## src/rtl/pr_pkg.sv

```systemverilog
// Shared constants and helpers for the parity-guarded RAM.
// Assumes an 8-bit control/status register with mask and flag at fixed positions.
package pr_pkg;
    localparam int REG_W    = 8;
    localparam int MASK_BIT = 7;
    localparam int FLAG_BIT = 0;

    // Even parity of a data word: XOR of all of its bits.
    function automatic logic even_par(input logic [7:0] d);
        return ^d;
    endfunction
endpackage

```

## src/rtl/pr_parity_store.sv

```systemverilog
// Nine-bit-wide synchronous memory: data byte plus stored parity bit.
// Assumes one access port; a read in the same cycle as a write to the
// same address returns the previous contents. Contents are not reset.
module pr_parity_store #(
    parameter int ADDR_W = 6,
    parameter int DATA_W = 8
) (
    input  logic              clk,
    input  logic              rst_n,
    input  logic [ADDR_W-1:0] addr,
    input  logic [DATA_W-1:0] wdata,
    input  logic              wr_en,
    input  logic              rd_en,
    input  logic              flip,
    output logic [DATA_W-1:0] rdata,
    output logic              rpar,
    output logic              rvalid
);
    localparam int DEPTH = 1 << ADDR_W;
    localparam int WORD_W = DATA_W + 1;

    logic [WORD_W-1:0] mem [DEPTH];
    logic [WORD_W-1:0] rd_word;
    logic              wpar;

    // Parity to store: even parity, optionally inverted by the test hook.
    always_comb wpar = (^wdata) ^ flip;

    // Array write; storage has no reset.
    always_ff @(posedge clk) begin
        if (wr_en) mem[addr] <= {wpar, wdata};
    end

    // Registered read word (read-before-write).
    always_ff @(posedge clk) begin
        if (rd_en) rd_word <= mem[addr];
    end

    // Read-valid flag, one cycle after a read request.
    always_ff @(posedge clk) begin
        if (!rst_n) rvalid <= 1'b0;
        else        rvalid <= rd_en;
    end

    assign rdata = rd_word[DATA_W-1:0];
    assign rpar  = rd_word[DATA_W];
endmodule

```

## src/rtl/pr_parity_check.sv

```systemverilog
// Combinational parity checker on the registered read word.
// Assumes data and parity are qualified by the read-valid flag.
module pr_parity_check #(
    parameter int DATA_W = 8
) (
    input  logic              rvalid,
    input  logic [DATA_W-1:0] rdata,
    input  logic              rpar,
    output logic              err_hit
);
    // Error when the XOR of all nine stored bits is odd on a valid read.
    always_comb err_hit = rvalid & (^{rpar, rdata});
endmodule

```

## src/rtl/pr_ctl_reg.sv

```systemverilog
// Control/status register: mask bit, sticky error flag, reset-request pulse.
// Assumes a hardware set of the flag takes priority over a software clear.
module pr_ctl_reg
    import pr_pkg::*;
(
    input  logic             clk,
    input  logic             rst_n,
    input  logic             err_hit,
    input  logic             reg_we,
    input  logic             reg_bit_mode,
    input  logic [2:0]       reg_bit_sel,
    input  logic [REG_W-1:0] reg_wdata,
    output logic             mask_q,
    output logic             flag_q,
    output logic             rst_req,
    output logic [REG_W-1:0] reg_rdata
);
    logic [REG_W-1:0] bit_en;
    logic [REG_W-1:0] bit_val;

    // Per-bit write enable and value for byte or single-bit mode.
    genvar gi;
    generate
        for (gi = 0; gi < REG_W; gi++) begin : g_bit
            always_comb begin
                bit_en[gi]  = reg_we && (!reg_bit_mode || (reg_bit_sel == 3'(gi)));
                bit_val[gi] = reg_bit_mode ? reg_wdata[reg_bit_sel] : reg_wdata[gi];
            end
            // Readback: only mask and flag positions carry state.
            if (gi == MASK_BIT) begin : g_mask
                assign reg_rdata[gi] = mask_q;
            end else if (gi == FLAG_BIT) begin : g_flag
                assign reg_rdata[gi] = flag_q;
            end else begin : g_zero
                assign reg_rdata[gi] = 1'b0;
            end
        end
    endgenerate

    // Mask bit: written freely by software.
    always_ff @(posedge clk) begin
        if (!rst_n)                mask_q <= 1'b0;
        else if (bit_en[MASK_BIT]) mask_q <= bit_val[MASK_BIT];
    end

    // Error flag: set by hardware, cleared only by a software 0 or reset.
    always_ff @(posedge clk) begin
        if (!rst_n)                                        flag_q <= 1'b0;
        else if (err_hit)                                  flag_q <= 1'b1;
        else if (bit_en[FLAG_BIT] && !bit_val[FLAG_BIT])   flag_q <= 1'b0;
    end

    // One-cycle reset request per unmasked error.
    always_ff @(posedge clk) begin
        if (!rst_n) rst_req <= 1'b0;
        else        rst_req <= err_hit && !mask_q;
    end
endmodule

```

## src/rtl/parity_ram_guard.sv

```systemverilog
// Top: parity-protected byte RAM with control/status register and
// reset-request output. Assumes one memory access port and a simple
// single-cycle register write strobe; register reads are combinational.
module parity_ram_guard #(
    parameter int ADDR_W = 6
) (
    input  logic              clk,
    input  logic              rst_n,
    input  logic [ADDR_W-1:0] mem_addr,
    input  logic [7:0]        mem_wdata,
    input  logic              mem_we,
    input  logic              mem_re,
    input  logic              inj_par_flip,
    output logic [7:0]        mem_rdata,
    output logic              mem_rvalid,
    input  logic              reg_we,
    input  logic              reg_bit_mode,
    input  logic [2:0]        reg_bit_sel,
    input  logic [7:0]        reg_wdata,
    output logic [7:0]        reg_rdata,
    output logic              rst_req
);
    logic rd_par;
    logic err_hit;
    logic mask_q;
    logic flag_q;

    pr_parity_store #(.ADDR_W(ADDR_W), .DATA_W(8)) u_store (
        .clk    (clk),
        .rst_n  (rst_n),
        .addr   (mem_addr),
        .wdata  (mem_wdata),
        .wr_en  (mem_we),
        .rd_en  (mem_re),
        .flip   (inj_par_flip),
        .rdata  (mem_rdata),
        .rpar   (rd_par),
        .rvalid (mem_rvalid)
    );

    pr_parity_check #(.DATA_W(8)) u_check (
        .rvalid  (mem_rvalid),
        .rdata   (mem_rdata),
        .rpar    (rd_par),
        .err_hit (err_hit)
    );

    pr_ctl_reg u_ctl (
        .clk          (clk),
        .rst_n        (rst_n),
        .err_hit      (err_hit),
        .reg_we       (reg_we),
        .reg_bit_mode (reg_bit_mode),
        .reg_bit_sel  (reg_bit_sel),
        .reg_wdata    (reg_wdata),
        .mask_q       (mask_q),
        .flag_q       (flag_q),
        .rst_req      (rst_req),
        .reg_rdata    (reg_rdata)
    );
endmodule

```

## config.mk

```make
export PLATFORM = sky130hd
export DESIGN_NAME = parity_ram_guard
export DESIGN_NICKNAME = d
export VERILOG_FILES = /design/src/rtl/pr_pkg.sv /design/src/rtl/pr_parity_store.sv /design/src/rtl/pr_parity_check.sv /design/src/rtl/pr_ctl_reg.sv /design/src/rtl/parity_ram_guard.sv
export SDC_FILE = /design/constraint.sdc
export NUM_CORES = 1
export LEC_CHECK = 0
export BUFFER_PORTS_ARGS = -buffer_cell sky130_fd_sc_hd__buf_4
export CAP_MARGIN = 20
export CORE_MARGIN = 2
export CORE_UTILIZATION = 45
export DETAILED_ROUTE_END_ITERATION = 7
export SLEW_MARGIN = 15
export SYNTH_ARGS = -nofsm -noshare
export SYNTH_HDL_FRONTEND = slang
export SYNTH_SLANG_ARGS = --single-unit
```

## constraint.sdc

```tcl
create_clock -name clk -period 3.55 [get_ports clk]
set_clock_uncertainty 0.1 [all_clocks]
set_input_delay 0.355 -clock clk [delete_from_list [all_inputs] [get_ports clk]]
set_output_delay 0.355 -clock clk [all_outputs]
set_load 0.01 [all_outputs]
```

==> out/qor.csv <==
stage,metric,value,unit
power_and_ir_drop,peak supply drop,0.342,mV
synth,Avg Inst Size Synth,17.0,µm²
placed_design,Post-DP HPWL,37300,µm
global_routing,Global Route Usage Sum,23.1,%
floorplanning,Die Wd,231,µm
sta,Tmin final,2.82,ns
clock_tree,Post-CTS Repair Setup Buffers,0,
critical_path,CP arrival,3.07,ns
route,final wirelength,61100,µm
global_routing,Congestion Overflow GR,0,
clock_tree,CTS tree,yes,
critical_path,CP required,3.80,ns
clock_tree,worst skew pair latency,0.62,ns
cells_and_area,layout cells sized above 1,17.5,%
clock_tree,TritonCTS Buffers,57,
clock_tree,post_cts resized,0,
outcome,result of the run,finished clean,
synth,Yosys reg bits,589,
power_and_ir_drop,Leak,0.00848,µW
route,DRC marker count from the first detailed-route iteration,1728,
power_and_ir_drop,PD cells,558,mW/mm²
route,DR vias/cell,6.05,
critical_path,critical path class,input port to register,
floorplanning,Initial Utilization,45.4,%
placed_design,Port Buffers,43,
cells_and_area,fin nets,1485,
placed_design,Final Wtd Congestion,0.913,
run,Max Cap Viol,0,
route,Final ANT Viol Nets,0,
route,drt pass-1 iters,5,
critical_path,Setup crit start kind,input port,
floorplanning,I/O pins,50,
route,via count,13155,
clock_tree,number of clock sinks,589,
clock_tree,CTS Buffer Depth,3,
critical_path,Crit. End Element,register,
sta,count of final max-slew check failures,0,
synth,Cells after Synth,1364,
synth,register area share after synthesis,75.9,%
clock_tree,clock slew at reported path FFs,0.06,ns
floorplanning,row count,83,
cells_and_area,Layout area overhead,13.4,%
sta,setup violators final,0,
floorplanning,die area,0.0535,mm²
route,Routed wire per std cell,28.1,µm
clock_tree,level count of the clock H-tree,2,
global_routing,first-pass GRT wire length,89600,µm
floorplanning,height of the die,231,µm
global_routing,initial antenna violation count,4,
synth,"Top FF cell, synth",edfxtp_1,
synth,Post-Syn Area,0.0232,mm²
critical_path,CP Max Fanout,47,
placed_design,placement-stage cell area,0.0246,mm²
min_path,Hold Path Class,input port to register,
sta,Final Hold Violating Endpoints,0,
synth,synth warn,0,
clock_tree,clk root buf,clkbuf_16,
global_routing,largest net degree at the start of global routing,66,
sta,Slew HR,22.7,%
route,DR DRC count,0,
floorplanning,Core Area,0.0512,mm²
sta,worst slew pin tran,1.16,ns
sta,period utilization,79.4,%
sta,RSZ-0062 raised after global routing,false,
synth,"EDFF count, synth",585,
sta,setup TNS,0,ns
global_routing,vias in the first global route,12968,
synth,Synth cell types,55,
sta,Max Clk Rate,355,MHz
cells_and_area,post-route cell area,0.0264,mm²
synth,Async SR Flop Fraction,0,%
clock_tree,number of hold buffers added after CTS,3,
-- worst max-delay path, stage by stage --
cell and delay (ns):
buf_6 0.24, and2_2 0.43, buf_12 0.26, a22oi_1 0.26, o22ai_1 0.11, o21ai_0 0.59
nand3_1 0.20, or4_1 0.52
-- path summary, 6_finish.rpt --
path | startpoint | endpoint | slack (ns) | cells after the start
worst max-delay path | mem_addr[0] | u_store.rd_word[5]$_DFFE_PP_ | 0.73 | 8
worst min-delay path | reg_bit_mode | u_ctl.flag_q$_SDFFE_PN0P_ | 0.02 | 4
worst max register to register | u_store.mem[27][5]$_DFFE_PP_ | u_store.rd_word[5]$_DFFE_PP_ | 1.18 | 5
worst min register to register | u_ctl.mask_q$_SDFFE_PN0P_ | u_ctl.rst_req$_SDFF_PN0_ | 0.34 | 1
-- sequential cells by signal, indices dropped and copies added, names as in the netlist --
signal / count
u_store.mem: 576
u_store.rd_word: 9
u_ctl.flag_q: 1
u_ctl.mask_q: 1
u_ctl.rst_req: 1
u_store.rvalid: 1
-- cell usage in the layout, fill, tap and decap left out, types with 29 or more instances in the layout --
cell type	instances
a221oi_1	45
mux4_2	29
o21ai_0	41
edfxtp_1	585
clkbuf_16	57
a22o_1	38
a21oi_1	54
buf_4	114
mux2i_1	60
nand2_1	44
a22oi_1	81
nor2_1	85
-- cells by family (layout without fill, tap and decap cells) --
logic type | count (synthesis) | after routing | synth area share [%]
AO/OA/AOI/OAI | 340 | 340 | 10.4
flip-flops | 589 | 589 | 75.9
AND/OR/NAND/NOR | 198 | 198 | 3.94
buffers and inverters | 108 | 233 | 2.57
XOR/XNOR | 16 | 16 | 0.603
multiplexers | 112 | 112 | 6.51
other | 1 | 7 | 0.0161
-- synthesized netlist by cell type (19+ instances only) --
cell | number | area [µm²]
clkbuf_1 | 26 | 97.6
nand2_1 | 44 | 165
mux2i_1 | 60 | 601
mux2_2 | 23 | 259
a221oi_1 | 45 | 394
a22o_1 | 38 | 333
buf_2 | 39 | 195
o22ai_1 | 19 | 119
a22oi_1 | 81 | 608
o21ai_0 | 41 | 205
mux4_2 | 29 | 653
nor2_1 | 87 | 327
buf_4 | 22 | 165
edfxtp_1 | 585 | 17600
a21oi_1 | 54 | 270
-- per-layer routing --
metal | part of all wire, % | up-vias | track usage [%]
met5 | 0.047 | - | 0
li1 | - | 5702 | -
met3 | 7.1 | 111 | 4.12
met4 | 2.9 | 4 | 7.78
met1 | 42 | 6770 | 32.6
met2 | 48 | 568 | 36.3
-- final cells by class --
class	instances	area [µm²]
flip-flops and latches	589	17600
clock buffers	73	1490
fillers	4185	24800
inverters	8	30.0
diodes	1	2.50
multi-input cells	672	5050
well taps	680	851
repair buffers	125	1040
clock inverters	27	256
-- metrics by stage --
| stage | setup slack, ns | hold WS (ns) | utilization (%) | power (µW) | instances |
|---|---|---|---|---|---|
| finish | 0.733 | 0.0226 | 51.5 | 14700 | 2175 |
| detailed placement | 0.186 | 0.333 | 48.0 | 9040 | 2070 |
| global route | 0.641 | 0.0480 | 51.5 | 15100 | 2175 |
| global placement | 0.156 | 0.331 | 48.0 | 9030 | 2070 |
| CTS | 0.834 | 0.0100 | 51.4 | 14800 | 2173 |
| floorplan | 0.232 | 0.313 | - | 8540 | 1369 |
-- power by group --
group / internal [µW] / leakage, µW / switching, µW
combinational: 335 / 0.00233 / 715
clock: 3300 / 0.000850 / 2510
sequential: 7820 / 0.00530 / 31.7
No activity file was read; power rests on OpenSTA's default activity.
